**config.mk**
```make
export PLATFORM = sky130hd
export DESIGN_NAME = ovf_pwm
export DESIGN_NICKNAME = d
export VERILOG_FILES = /design/src/rtl/ovp_pkg.sv /design/src/rtl/ovp_prescale.sv /design/src/rtl/ovp_count.sv /design/src/rtl/ovp_wave.sv /design/src/rtl/ovf_pwm.sv
export SDC_FILE = /design/constraint.sdc
export NUM_CORES = 1
export LEC_CHECK = 0
export ABC_AREA = 1
export BUFFER_PORTS_ARGS = -buffer_cell sky130_fd_sc_hd__buf_2
export CORE_MARGIN = 3
export CORE_UTILIZATION = 40
export DETAILED_ROUTE_END_ITERATION = 8
export PLACE_DENSITY = 0.67
export SYNTH_ARGS = -nofsm -noshare
export SYNTH_HDL_FRONTEND = slang
export SYNTH_SLANG_ARGS = --single-unit
```
**constraint.sdc**
```tcl
create_clock -name clk -period 1.83 [get_ports clk]
set_input_delay 0.0915 -clock clk [delete_from_list [all_inputs] [get_ports clk]]
set_output_delay 0.0915 -clock clk [all_outputs]
set_load 0.01 [all_outputs]
```
**src/rtl/ovp_pkg.sv**
```systemverilog
package ovp_pkg;
  localparam int SEL_W = 3;
  localparam int MAX_SHIFT = 6;

  function automatic int eff_shift(input logic [SEL_W-1:0] sel);
    int s;
    s = int'(sel);
    if (s > MAX_SHIFT) s = MAX_SHIFT;
    return s;
  endfunction
endpackage

```
**src/rtl/ovp_prescale.sv**
```systemverilog
module ovp_prescale
  import ovp_pkg::*;
#(
  parameter int PRE_W = MAX_SHIFT
) (
  input  logic             clk,
  input  logic             rst_n,
  input  logic             run,
  input  logic [SEL_W-1:0] sel,
  output logic             tick
);
  logic [PRE_W-1:0] pre_q;
  logic [PRE_W-1:0] mask;

  always_comb begin
    mask = PRE_W'((32'd1 << eff_shift(sel)) - 32'd1);
    tick = run && ((pre_q & mask) == mask);
  end

  always_ff @(posedge clk or negedge rst_n) begin
    if (!rst_n)   pre_q <= '0;
    else if (!run) pre_q <= '0;
    else          pre_q <= pre_q + 1'b1;
  end

  // with a divider above 1, two ticks never come back to back
  a_r4_tick_gap: assert property (@(posedge clk) disable iff (!rst_n)
    (run && $past(run) && $past(tick) && $past(sel) != '0 && $stable(sel)) |-> !tick);
endmodule

```
**src/rtl/ovp_count.sv**
```systemverilog
module ovp_count #(
  parameter int CNT_W = 16
) (
  input  logic             clk,
  input  logic             rst_n,
  input  logic             run,
  input  logic             tick,
  input  logic [CNT_W-1:0] lim_in,
  input  logic [CNT_W-1:0] cmp_in,
  output logic             wrap,
  output logic             hit
);
  logic [CNT_W-1:0] cnt_q, lim_q, cmp_q;
  logic [CNT_W:0]   nxt;

  always_comb begin
    nxt  = {1'b0, cnt_q} + 1'b1;
    wrap = tick && (cnt_q == lim_q);
    hit  = tick && !wrap && (nxt == {1'b0, cmp_q});
  end

  always_ff @(posedge clk or negedge rst_n) begin
    if (!rst_n) begin
      cnt_q <= '0;
      lim_q <= '0;
      cmp_q <= '0;
    end else if (!run) begin
      cnt_q <= '0;
      lim_q <= lim_in;
      cmp_q <= cmp_in;
    end else if (wrap) begin
      cnt_q <= '0;
      lim_q <= lim_in;
      cmp_q <= cmp_in;
    end else if (tick) begin
      cnt_q <= nxt[CNT_W-1:0];
    end
  end

  // the count never passes the limit in force
  a_r1_cnt_bound: assert property (@(posedge clk) disable iff (!rst_n)
    run |-> cnt_q <= lim_q);
  // a wrap picks up the settings present at that edge
  a_r9_reload: assert property (@(posedge clk) disable iff (!rst_n)
    (run && wrap) |=> (lim_q == $past(lim_in) && cmp_q == $past(cmp_in)));
  // a fresh run starts at count zero
  a_r7_start: assert property (@(posedge clk) disable iff (!rst_n)
    $rose(run) |-> cnt_q == '0);
endmodule

```
**src/rtl/ovp_wave.sv**
```systemverilog
module ovp_wave #(
  parameter int CNT_W = 16
) (
  input  logic             clk,
  input  logic             rst_n,
  input  logic             run,
  input  logic             wrap,
  input  logic             hit,
  input  logic [CNT_W-1:0] cmp_in,
  input  logic             pol,
  output logic             pin
);
  logic act_q;

  always_ff @(posedge clk or negedge rst_n) begin
    if (!rst_n)              act_q <= 1'b0;
    else if (!run || wrap)   act_q <= (cmp_in != '0);
    else if (hit)            act_q <= 1'b0;
  end

  assign pin = pol ^ (run & act_q);

  // a zero compare taken at a wrap leaves the pin inactive
  a_r5_zero: assert property (@(posedge clk) disable iff (!rst_n)
    (run && wrap && cmp_in == '0) |=> (!run || pin == pol));
endmodule

```
**src/rtl/ovf_pwm.sv**
```systemverilog
module ovf_pwm
  import ovp_pkg::*;
#(
  parameter int CNT_W = 16
) (
  input  logic             clk,
  input  logic             rst_n,
  input  logic             en,
  input  logic [CNT_W-1:0] lim,
  input  logic [CNT_W-1:0] cmp,
  input  logic             pol_low,
  input  logic [SEL_W-1:0] div_sel,
  output logic             pwm_out
);
  logic run_q, tick, wrap, hit;

  always_ff @(posedge clk or negedge rst_n) begin
    if (!rst_n) run_q <= 1'b0;
    else        run_q <= en;
  end

  ovp_prescale u_pre (
    .clk(clk), .rst_n(rst_n), .run(run_q), .sel(div_sel), .tick(tick)
  );

  ovp_count #(.CNT_W(CNT_W)) u_cnt (
    .clk(clk), .rst_n(rst_n), .run(run_q), .tick(tick),
    .lim_in(lim), .cmp_in(cmp), .wrap(wrap), .hit(hit)
  );

  ovp_wave #(.CNT_W(CNT_W)) u_wave (
    .clk(clk), .rst_n(rst_n), .run(run_q), .wrap(wrap), .hit(hit),
    .cmp_in(cmp), .pol(pol_low), .pin(pwm_out)
  );

  // one cycle after enable drops, the pin is at the inactive level
  a_r8_off: assert property (@(posedge clk) disable iff (!rst_n)
    $fell(en) |=> pwm_out == pol_low);
endmodule

```
==> run_results.csv <==
group,metric,value,unit
drt,drt-initial-drc-count,254,
global_route,grt_use_total,0.2008,
synth,synth_top_family_by_area,"simple AND/OR/NAND/NOR gates",
synth,syn_avg_cell_area,7.040,sq um
floorplanning,die-area,0.009230,sq mm
clock_tree,clk_transition_reported_paths,0.11,ns
global_route,antenna_found_initial,0,
critical_path,cp.required,2.03,ns
clock_tree,cts_root_buf,"clkbuf_8",
layout,drive_above_1_share,0.2465,
synth,synth.net_count,502,
place,post-place-ws,-0.1766,ns
drt,drt-total-wl,9.220,mm
sta,rsz0062_at_grt,"yes",
floorplanning,io_pins,40,
synth,synthAdderAreaFrac,0.007710,
synth,yosys-mux-area-fraction,0,
layout,final-instance-count-excl-fill,678,
worst_hold_path,min_to,"u_cnt.lim_q[0]",
critical_path,r2r_slack,-0.05,ns
global_route,grt_pass1_wl,14.28,mm
layout,nNetsFinal,616,
synth,ys_seq_area_frac,0.4318,
layout,syn2layout_area_growth,40.25,%
synth,ys_types,31,
drt,viasPerCell,4.845,
status,violations,"setup timing",
synth,synth-seq-cells,56,
layout,layout_common_cells,"nand2_1 (158), dfrtp_1 (53), inv_1 (50), buf_2 (39), nor2_1 (38)",
place,dp_cells,622,
pwr,powerDensity,588.3,mW/mm^2
worst_hold_path,min_from,"lim[0]",
critical_path,ff2ff_path_depth,12,
critical_path,cp-end-kind,"flop",
critical_path,worstPathArrival,2.08,ns
floorplanning,dieHeight,96.08,um
floorplanning,placeableCoreArea,0.007807,sq mm
layout,diodes,0,
layout,mostFrequentLayoutCell,"nand2_1",
floorplanning,start_util,0.4157,
sta,clock_skew,0.01280,ns
drt,drcViolationCount,0,
drt,vias,3285,
sta,slew_headroom,0.6632,
synth,syn_area,0.003246,sq mm
drt,first_pass_iters,5,
place,port_buffers,39,
sta,tightest_slew,0.5053,ns
clock_tree,cts_tree,"done",
synth,synthCells,461,
synth,synth_xor_area_frac,0.03547,
clock_tree,htreeDepth,2,
pwr,ir_worst_vdd,0.3963,mV
synth,yosys_warnings,0,
clock_tree,clock-sinks,56,
global_route,grt_max_degree,27,
drt,drt.antenna.violating_nets,0,
sta,min_period_over_period,1.028,
worst_hold_path,hold_class,"in2reg",
clock_tree,cts_buffers,5,
synth,synth_compound_area_frac,0.1018,
critical_path,critPathLaunchType,"flop",
sta,setup_viol,13,
clock_tree,clock_path_buffers,2,
pwr,p_leak,2.298,nW
sta,fmax,531.6,MHz
critical_path,worstReg2RegEnd,"u_wave.act_q",
floorplanning,row_count,32,
synth,synthSimpleGateAreaFrac,0.3331,
place,hpwl,6.451,mm
worst_hold_path,whs_path_depth,3,
global_route,grt_pass1_vias,3070,
sta,slew_viol_final,0,
critical_path,timing.rr.start,"u_cnt.cnt_q[1]",
drt,wl_per_cell,13.60,um
place,place_congestion,0.9328,
status,outcome,"finished with violations",
critical_path,cp_max_fo,4,
critical_path,worstSetupPathType,"reg2reg",
global_route,grt.overflow.total,0,
clock_tree,clk_latency,0.32,ns
sta,period_needed,1.881,ns
sta,hold_violations,0,
job,cap_viol_max_count,0,
floorplanning,die_w,96.08,um
sta,setup_slack,-0.05100,ns
power breakdown:
part           switching (mW)  internal (mW)  total, mW
registers              0.0566           1.31       1.37
logic                   0.250          0.233      0.483
clock network           0.423          0.406      0.828
repair_timing:
| action | 4_1_cts | 5_1_grt |
|---|---|---|
| hold buffers | 29 | 0 |
| setup endpoints to repair | 31 | 36 |
| setup buffers | 2 | 12 |
| resized for setup | 7 | 64 |
| gates cloned | 0 | 5 |
| pin swaps | 1 | 15 |
| hold endpoints to repair | 48 | 0 |
through the flow:
step / cell area (sq um) / utilization / power [mW] / hold slack [ns] / setup TNS (ns)
floorplan: 3246 / - / 1.585 / -0.2041 / 0
global placement: 3762 / 0.4819 / 1.738 / 0.08622 / -0.1398
detailed placement: 3762 / 0.4819 / 1.748 / 0.08806 / -0.3903
CTS: 4207 / 0.5388 / 2.635 / 0.005455 / -0.01295
global route: 4552 / 0.5830 / 2.817 / 0.02861 / -2.861
finish: 4552 / 0.5830 / 2.678 / 0.01026 / -0.2115
worst max-delay path by stage:
| stage | depth (start not counted) | endpoint | startpoint | slack [ns] |
|---|---|---|---|---|
| final | 12 | u_wave.act_q | u_cnt.cnt_q[1] | -0.05 |
| after global routing | 12 | u_wave.act_q | u_cnt.cnt_q[1] | -0.18 |
| after CTS | 14 | u_wave.act_q | u_cnt.cnt_q[0] | -0.01 |
| after detailed placement | 14 | u_wave.act_q | u_cnt.cnt_q[1] | -0.18 |
| after global placement | 14 | u_wave.act_q | u_cnt.cnt_q[1] | -0.14 |
| after floorplan | 12 | u_wave.act_q | u_cnt.cnt_q[0] | 0.10 |
area by class of cell:
class | count | area [sq um]
repair buffers | 118 | 980.9
clock buffers | 5 | 68.82
repair inverters | 1 | 8.758
multi-input cells | 334 | 1682
flip-flops and latches | 56 | 1405
inverters | 59 | 236.5
clock inverters | 3 | 42.54
well taps | 102 | 127.6
fillers | 726 | 3256
per-layer routing:
metal | track usage | vias to the layer above | share of wire
met5 | 0 | - | 0
met4 | 0.05332 | 0 | 0.012
met3 | 0.02580 | 11 | 0.040
met2 | 0.3232 | 78 | 0.47
met1 | 0.2847 | 1511 | 0.48
li1 | - | 1685 | -
critical path, cell delays in order, from the launching register on:
cell	delay, ns
dfrtp_1	0.42
buf_6	0.13
nand2_2	0.06
nor2_4	0.24
nand2_4	0.10
o21ai_0	0.22
nand2_1	0.12
nand2_1	0.09
nand4_1	0.10
nor2_1	0.11
nand2_1	0.06
nand2_1	0.05
nand2_1	0.05
synthesized netlist by cell type:
library cell / instances / area (sq um)
or2_0: 1 / 6.260
inv_2: 7 / 26.28
clkbuf_2: 2 / 10.01
nor2_2: 3 / 18.77
xor2_1: 7 / 61.31
nand4_1: 7 / 43.79
nand2_1: 171 / 641.9
nor4_1: 1 / 6.260
a21oi_1: 5 / 25.02
clkinv_1: 1 / 3.750
inv_1: 51 / 191.4
nand3b_1: 2 / 15.01
a21oi_4: 1 / 16.27
xnor2_1: 1 / 8.760
buf_2: 4 / 20.02
clkbuf_1: 2 / 7.510
nor3_1: 2 / 10.01
o21ai_2: 3 / 26.28
xnor3_1: 2 / 45.04
o21ai_0: 34 / 170.2
dfrtp_1: 56 / 1401
ha_1: 2 / 25.02
buf_4: 3 / 22.52
o21bai_1: 1 / 7.510
buf_6: 1 / 11.26
o21ai_4: 1 / 16.27
o22ai_1: 8 / 50.05
nand3_1: 34 / 170.2
nor2_1: 45 / 168.9
o21ai_1: 2 / 10.01
o41ai_1: 1 / 8.760
registers in the layout (all words and copies together) (netlist names):
name and cells:
u_cnt.cmp_q 16, u_pre.pre_q 6, run_q 1, u_wave.act_q 1
u_cnt.cnt_q 16, u_cnt.lim_q 16
logic make-up (layout without fill, tap and decap cells):
kind of cell | after synthesis | count (layout)
AO/OA/AOI/OAI | 56 | 56
AND/OR/NAND/NOR | 266 | 266
buffers and inverters | 71 | 186
flip-flops | 56 | 56
adder cells (fa/ha/maj) | 2 | 2
XOR/XNOR | 10 | 10
Note: power is estimated with default switching activity, not from simulation.
